==> src/rtl/ncr_pkg.sv <==
package ncr_pkg;
  localparam int DATA_W = 32;
  localparam int ADDR_W = 4;
  localparam int CFG_W  = 4;
  localparam int TIM_W  = 26;

  localparam logic [15:0] UNLOCK_KEY = 16'hA25E;
  localparam logic [7:0]  CMD_RESET  = 8'hFF;

  localparam int A_IFCFG  = 0;
  localparam int A_TIMING = 1;
  localparam int A_LOCK   = 2;
  localparam int A_CMD    = 3;

  typedef struct packed {
    logic cfg;
    logic tim;
    logic lck;
    logic cmd;
  } reg_sel_t;
endpackage

==> src/rtl/ncr_decode.sv <==
module ncr_decode
  import ncr_pkg::*;
#(
  parameter int AW = ADDR_W
) (
  input  logic [AW-1:0] addr,
  output reg_sel_t      sel
);
  always_comb begin
    sel     = '0;
    sel.cfg = (addr == AW'(A_IFCFG));
    sel.tim = (addr == AW'(A_TIMING));
    sel.lck = (addr == AW'(A_LOCK));
    sel.cmd = (addr == AW'(A_CMD));
  end
endmodule

==> src/rtl/ncr_lock_ctrl.sv <==
module ncr_lock_ctrl
  import ncr_pkg::*;
(
  input  logic        clk,
  input  logic        rst_n,
  input  logic        wr_en,
  input  reg_sel_t    sel,
  input  logic [1:0]  wstrb_lo,
  input  logic [15:0] wdata_lo,
  output logic        locked,
  output logic        grant,
  output logic        soft_rst
);
  logic locked_q;
  logic key_match;
  logic prot_wr;

  assign key_match = (&wstrb_lo) && (wdata_lo == UNLOCK_KEY);
  assign soft_rst  = wr_en && sel.cmd && wstrb_lo[0] && (wdata_lo[7:0] == CMD_RESET);
  assign prot_wr   = wr_en && (sel.cfg || sel.tim);
  assign grant     = prot_wr && !locked_q;
  assign locked    = locked_q;

  always_ff @(posedge clk or negedge rst_n) begin
    if (!rst_n)                locked_q <= 1'b1;
    else if (soft_rst)         locked_q <= 1'b1;
    else if (wr_en && sel.lck) locked_q <= !key_match;
    else if (grant)            locked_q <= 1'b1;
  end

  // a valid key opens the window
  p_key_unlocks_r2: assert property (@(posedge clk) disable iff (!rst_n)
    (wr_en && sel.lck && (&wstrb_lo) && wdata_lo == 16'hA25E) |=> !locked);

  // anything else written to the lock register leaves it locked
  p_bad_key_locks_r5: assert property (@(posedge clk) disable iff (!rst_n)
    (wr_en && sel.lck && !((&wstrb_lo) && wdata_lo == 16'hA25E)) |=> locked);

  // one protected write closes the window
  p_relock_after_use_r4: assert property (@(posedge clk) disable iff (!rst_n)
    (wr_en && (sel.cfg || sel.tim) && !locked) |=> locked);

  // other traffic does not change the lock state
  p_other_keeps_lock_r6: assert property (@(posedge clk) disable iff (!rst_n)
    (!(wr_en && (sel.cfg || sel.tim || sel.lck || sel.cmd))) |=> $stable(locked));
endmodule

==> src/rtl/ncr_prot_reg.sv <==
module ncr_prot_reg #(
  parameter int W  = 8,
  parameter int NB = (W + 7) / 8
) (
  input  logic          clk,
  input  logic          rst_n,
  input  logic          clr,
  input  logic          grant,
  input  logic [NB-1:0] wstrb,
  input  logic [W-1:0]  wdata,
  output logic [W-1:0]  q
);
  always_ff @(posedge clk or negedge rst_n) begin
    if (!rst_n)   q <= '0;
    else if (clr) q <= '0;
    else if (grant) begin
      for (int i = 0; i < W; i++) begin
        if (wstrb[i/8]) q[i] <= wdata[i];
      end
    end
  end

  // without a grant or clear the stored word cannot move
  p_hold_no_grant_r3: assert property (@(posedge clk) disable iff (!rst_n)
    (!grant && !clr) |=> $stable(q));
endmodule

==> src/rtl/ncr_rd_mux.sv <==
module ncr_rd_mux #(
  parameter int DW = 32,
  parameter int CW = 4,
  parameter int TW = 26
) (
  input  logic          sel_cfg,
  input  logic          sel_tim,
  input  logic          sel_lck,
  input  logic [CW-1:0] cfg_q,
  input  logic [TW-1:0] tim_q,
  input  logic          locked,
  output logic [DW-1:0] rdata
);
  always_comb begin
    rdata = '0;
    if (sel_cfg)      rdata = DW'(cfg_q);
    else if (sel_tim) rdata = DW'(tim_q);
    else if (sel_lck) rdata = DW'(locked);
  end
endmodule

==> src/rtl/nand_cfg_regfile.sv <==
module nand_cfg_regfile
  import ncr_pkg::*;
#(
  parameter int DW = DATA_W,
  parameter int AW = ADDR_W,
  parameter int CW = CFG_W,
  parameter int TW = TIM_W
) (
  input  logic          clk,
  input  logic          rst_n,
  input  logic          wr_en,
  input  logic [AW-1:0] addr,
  input  logic [DW/8-1:0] wstrb,
  input  logic [DW-1:0] wdata,
  output logic [DW-1:0] rdata,
  output logic          cfg_bus16,
  output logic          cfg_long_addr,
  output logic          cfg_large_blk,
  output logic          cfg_sw_wprot,
  output logic [TW-1:0] tim_cfg,
  output logic          locked
);
  localparam int CNB = (CW + 7) / 8;
  localparam int TNB = (TW + 7) / 8;

  reg_sel_t      sel;
  logic          grant;
  logic          soft_rst;
  logic [CW-1:0] cfg_q;
  logic [TW-1:0] tim_q;
  logic          unused_hi;

  assign unused_hi = ^wdata[DW-1:TW];

  ncr_decode #(.AW(AW)) u_dec (.addr(addr), .sel(sel));

  ncr_lock_ctrl u_lock (
    .clk(clk), .rst_n(rst_n), .wr_en(wr_en), .sel(sel),
    .wstrb_lo(wstrb[1:0]), .wdata_lo(wdata[15:0]),
    .locked(locked), .grant(grant), .soft_rst(soft_rst)
  );

  ncr_prot_reg #(.W(CW), .NB(CNB)) u_cfg (
    .clk(clk), .rst_n(rst_n), .clr(soft_rst), .grant(grant && sel.cfg),
    .wstrb(wstrb[CNB-1:0]), .wdata(wdata[CW-1:0]), .q(cfg_q)
  );

  ncr_prot_reg #(.W(TW), .NB(TNB)) u_tim (
    .clk(clk), .rst_n(rst_n), .clr(soft_rst), .grant(grant && sel.tim),
    .wstrb(wstrb[TNB-1:0]), .wdata(wdata[TW-1:0]), .q(tim_q)
  );

  ncr_rd_mux #(.DW(DW), .CW(CW), .TW(TW)) u_rd (
    .sel_cfg(sel.cfg), .sel_tim(sel.tim), .sel_lck(sel.lck),
    .cfg_q(cfg_q), .tim_q(tim_q), .locked(locked), .rdata(rdata)
  );

  assign cfg_bus16     = cfg_q[0];
  assign cfg_long_addr = cfg_q[1];
  assign cfg_large_blk = cfg_q[2];
  assign cfg_sw_wprot  = cfg_q[3];
  assign tim_cfg       = tim_q;

  // the reset command clears both words and relocks
  p_cmd_clear_r7: assert property (@(posedge clk) disable iff (!rst_n)
    (wr_en && addr == AW'(3) && wstrb[0] && wdata[7:0] == 8'hFF)
      |=> (tim_cfg == '0 && !cfg_bus16 && !cfg_long_addr && !cfg_large_blk
           && !cfg_sw_wprot && locked));

  // a locked bank refuses protected writes
  p_locked_refuses_r3: assert property (@(posedge clk) disable iff (!rst_n)
    (wr_en && locked && (addr == AW'(0) || addr == AW'(1))) |=> ($stable(tim_cfg) && locked));
endmodule

==> config.mk <==
export PLATFORM = sky130hd
export DESIGN_NAME = nand_cfg_regfile
export DESIGN_NICKNAME = d
export VERILOG_FILES = /design/src/rtl/ncr_pkg.sv /design/src/rtl/ncr_decode.sv /design/src/rtl/ncr_lock_ctrl.sv /design/src/rtl/ncr_prot_reg.sv /design/src/rtl/ncr_rd_mux.sv /design/src/rtl/nand_cfg_regfile.sv
export SDC_FILE = /design/constraint.sdc
export NUM_CORES = 1
export LEC_CHECK = 0
export BUFFER_PORTS_ARGS = -buffer_cell sky130_fd_sc_hd__buf_2
export CORE_MARGIN = 4
export CORE_UTILIZATION = 45
export CTS_CLUSTER_DIAMETER = 60
export DETAILED_ROUTE_END_ITERATION = 16
export GPL_TIMING_DRIVEN = 0
export PLACE_DENSITY = 0.82
export SYNTH_ARGS = -nofsm -noshare
export SYNTH_HDL_FRONTEND = slang
export SYNTH_SLANG_ARGS = --single-unit
==> constraint.sdc <==
create_clock -name clk -period 3.37 [get_ports clk]
set_input_delay 0.674 -clock clk [delete_from_list [all_inputs] [get_ports clk]]
set_output_delay 0.674 -clock clk [all_outputs]
set_load 0.05 [all_outputs]
== Word level (Yosys, flattened, before mapping) ==
Cells that the tools add are included.

* Word-level logic and storage cells: 73
* Bits in registers: 31
* Input port bits: 43

* Reduce and logical (&&, ||, !) cells: 26
* Equality and inequality tests: 5
* Muxes and demuxes: 36

{| class="wikitable"
|+ Operators with widths
! operator !! count
|-
| $mux W32 || 2
|-
| $mux W26 || 2
|-
| $mux W1 || 30
|-
| $eq A16 B16 Y1 const B || 1
|-
| $reduce_and A2 Y1 || 6
|-
| $reduce_bool A2 Y1 || 6
|-
| $logic_and A1 B1 Y1 || 9
|-
| $eq A4 B2 Y1 const B || 2
|-
| $eq A8 B8 Y1 const B || 1
|-
| $mux W4 || 2
|-
| $eq A4 B1 Y1 const B || 1
|-
| $logic_not A4 Y1 || 1
|-
| $reduce_bool A3 Y1 || 1
|-
| $logic_not A1 Y1 || 2
|-
| $logic_or A1 B1 Y1 || 1
|}

== Longest topological paths before layout ==
* Depth after elaboration: 7
* Gate-level depth with buffers: 7

== Modules after synthesis ==
From an unflattened synthesis, not the netlist that was laid out.

* Cells, all modules: 198
* Area total of the unflattened synthesis: 2074.5 um2

{| class="wikitable"
|+ By module, submodules not included
! module !! times used !! cells an instance !! area an instance (um2) !! seq. area each (um2)
|-
| ncr_prot_reg (u_tim) || 1 || 119 || 1410.1 || 650.6
|-
| ncr_rd_mux || 1 || 39 || 272.8 || 0.0
|-
| ncr_prot_reg (u_cfg) || 1 || 18 || 196.4 || 100.1
|-
| ncr_lock_ctrl || 1 || 16 || 146.4 || 26.3
|-
| ncr_decode || 1 || 4 || 36.3 || 0.0
|-
| nand_cfg_regfile || 1 || 2 || 12.5 || 0.0
|}

== Worst setup path after synthesis ==
Ideal clock, no wire load.

* Kind: input port to output port
* From: in addr[0]
* To: out rdata[0]
* Path slack: 0.538 ns
* Path buffers: 1
* Arrival: 2.158 ns
* Cell stages on the path: 5
* Path through: buf_2 -> mux2i_1 -> nor2_1 -> a31oi_1 -> nor3_1

* Cells in the longest elaborated chain, start to end: 4

{| class="wikitable"
|+ RTL lines
! element !! RTL line !! source
|-
| from (decl) || nand_cfg_regfile.sv:12 || <nowiki>input logic [AW-1:0] addr,</nowiki>
|-
| $eq A4 B2 Y1 || ncr_decode.sv:13 || <nowiki>sel.lck = (addr == AW'(A_LOCK));</nowiki>
|-
| $mux W1 || ncr_rd_mux.sv:18 || <nowiki>else if (sel_lck) rdata = DW'(locked);</nowiki>
|-
| $mux W32 || ncr_rd_mux.sv:17 || <nowiki>else if (sel_tim) rdata = DW'(tim_q);</nowiki>
|-
| $mux W32 * || ncr_rd_mux.sv:16 || <nowiki>if (sel_cfg) rdata = DW'(cfg_q);</nowiki>
|-
| to (decl) || nand_cfg_regfile.sv:15 || <nowiki>output logic [DW-1:0] rdata,</nowiki>
|}

Mark *: on every way between the ends. The rest lies on a longest branch, timed or not.

== Worst setup path in the final report ==
* From: in addr[1]
* To: out rdata[5]

* Cells in the longest elaborated chain, start to end: 3

{| class="wikitable"
|+ RTL lines
! element !! RTL line !! source
|-
| $eq A4 B1 Y1 || ncr_decode.sv:12 || <nowiki>sel.tim = (addr == AW'(A_TIMING));</nowiki>
|-
| $mux W32 || ncr_rd_mux.sv:17 ||
|-
| $mux W32 * || ncr_rd_mux.sv:16 ||
|}

Marks and branches as above.

==> flow_summary_export.csv <==
group,metric,value,unit
floorplan,coreArea,3771,sq um
grt,grt_pass1_vias,1820,
floorplan,row_count,22,
place,placedCellCount,352,
synth,avgSynthCellArea,8.674,sq um
critical_path,startpoint_type,"input pin",
timing,relSlewSlack,0.5260,
detailed_routing,drc,0,
timing,finalHoldWorstSlack,450.4,ps
detailed_routing,postRouteAntennaNets,0,
place,dp_slack,649.6,ps
detailed_routing,drt-initial-drc-count,58,
timing,grt_setup_unrepaired,"false",
timing,fmaxAchievable,0.3654,GHz
timing,timing_hold_violations_final,0,
synth,syn-cell-area,1795,sq um
timing,period_share,0.8122,
detailed_routing,wl_per_cell,14.48,um
timing,slew_violations,0,
grt,grt_start_max_net_pins,32,
timing,skew,3.549,ps
critical_path,critPathKind,"in2out",
cells_and_area,fin_nets,354,
cells_and_area,drive_gt1_frac,0.3782,
cells_and_area,final_common_cell,"buf_2",
critical_path,required,2700,ps
clock_tree,holdBufCountCts,0,
detailed_routing,postRouteWirelength,5212,um
clock_tree,clock-sinks,31,
critical_path,r2r_slack,1800,ps
detailed_routing,num_vias,1926,
cells_and_area,diodes,0,
floorplan,start_util,0.4761,
clock_tree,clk_latency,280,ps
critical_path,r2r_cells,7,
cells_and_area,instances_no_fill,360,
detailed_routing,first_pass_iters,4,
timing,setup_ws,633.0,ps
pwr,power_density,365.6,nW/um^2
critical_path,worst-endpoint-arrival,2060,ps
clock_tree,clock_path_buffers,2,
pwr,p_leak,1.416,nW
status,outcome,"finished clean",
grt,gr-usage-all-layers,0.2065,
timing,setup_tns,0,ps
synth,synthCells,207,
critical_path,endpoint_kind,"output port",
worst_hold_path,hold_path_class,"in2async",
cells_and_area,syn2layout_area_growth,34.49,%
clock_tree,post_cts_buffers,0,
floorplan,dieArea,5064,sq um
clock_tree,cts_tree,"done",
floorplan,num_io_pins,106,
timing,worstMarginPinSlew,711.1,ps
critical_path,r2r_start,"u_lock.locked",
synth,ys_seq_area_frac,0.4328,
critical_path,cp-startpoint,"addr[1]",
clock_tree,cts_buffers,5,
place,dp_hpwl,3955,um
clock_tree,h-tree-depth,2,
floorplan,fp.dieH,71.17,um
place,gp_congestion,0.8686,
flow_run,drv_cap,0,
clock_tree,cts_root_buf,"clkbuf_8",
place,io_buffers,92,
synth,ys_warn_count,0,
timing,setup_viol,0,
synth,ys_types,31,
timing,fin_crit,2737,ps
critical_path,reg2reg_to,"u_tim.q[16]",
critical_path,path_max_fanout,10,
pwr,max-vdd-ir-drop,0.2015,mV
floorplan,dieWidth,71.17,um
synth,ys_seq_elements,31,
grt,antenna_found_initial,0,
detailed_routing,viasPerCell,5.350,
clock_tree,cts.repair.resized,0,
cells_and_area,final_cell_mix,"buf_2, dfrtp_1, nand2_1",
clock_tree,path_clk_slew,60,ps
grt,grt_overflow_total,0,
grt,grt_first_pass_wirelength,8493,um
[worst max path at each step]
stage,end,slack (ps),cells after the start
after global placement,rdata[10],700,6
after CTS,rdata[5],660,6
final,rdata[5],630,6
after floorplan,rdata[0],540,5
after detailed placement,rdata[5],650,6
after global routing,rdata[5],530,6
[per-stage QoR]
step	total power (W)	area (sq um)	util
finish	0.0008828	2415	0.6403
global route	0.0009278	2415	0.6403
CTS	0.0008916	2415	0.6403
detailed placement	0.0006172	2335	0.6191
global placement	0.0006138	2335	0.6191
floorplan	0.0005467	1814	-
[state kept, by name, indices dropped and copies added, names as in the netlist]
signal,flops
u_tim.q,26
u_cfg.q,4
u_lock.locked,1
[cells by family after synthesis]
| logic type | count (synthesis) | synth area share |
|---|---|---|
| simple gates | 104 | 0.3073 |
| compound gates | 37 | 0.1129 |
| flops | 31 | 0.4328 |
| buf+inv | 22 | 0.07805 |
| mux | 12 | 0.06690 |
| other cells | 1 | 0.002089 |
[per-layer routing]
layer  wire, um  track usage
met5          0            0
met3        520      0.07386
met1       2212       0.2600
met2       2433       0.3337
met4         45      0.05846
[layout make-up]
type,count,area (sq um)
plain buffers,21,136.4
fillers,337,1356
multi-input cells,159,897.1
well taps,48,60.06
clock buffers,8,80.08
repair buffers,92,460.4
inverters,1,3.754
flip-flops and latches,31,777.0
[synthesized netlist by cell type (all sizes together)]
| library cell | count | area, sq um |
|---|---|---|
| a21oi | 11 | 55.05 |
| a31oi | 13 | 81.33 |
| and2 | 2 | 15.02 |
| and3 | 22 | 137.6 |
| and3b | 1 | 8.760 |
| and4 | 1 | 8.760 |
| buf | 16 | 117.6 |
| clkbuf | 5 | 18.77 |
| conb | 1 | 3.750 |
| dfrtp | 30 | 750.7 |
| dfstp | 1 | 26.28 |
| inv | 1 | 3.750 |
| mux2i | 12 | 120.1 |
| nand2 | 25 | 93.84 |
| nand3 | 14 | 75.07 |
| nand4 | 3 | 18.77 |
| nor2 | 15 | 56.30 |
| nor2b | 13 | 81.33 |
| nor3 | 3 | 20.02 |
| nor3b | 2 | 15.01 |
| nor4b | 1 | 8.760 |
| o21ai | 12 | 60.06 |
| o22ai | 1 | 6.260 |
| or2 | 1 | 6.260 |
| or3 | 1 | 6.260 |
[power breakdown]
group	switching [W]	leakage (nW)	total [W]	internal, W
registers	0.0000118	0.362	0.000401	0.000389
logic	0.000152	1.01	0.000209	0.0000567
clock network	0.000126	0.0395	0.000273	0.000146
[worst max-delay path, stage by stage]
cell and delay, ps:
buf_2 150, nor3_2 220, buf_4 200, clkbuf_1 330
and3_1 220, buf_2 270
Power figures use the tool's default switching activity.
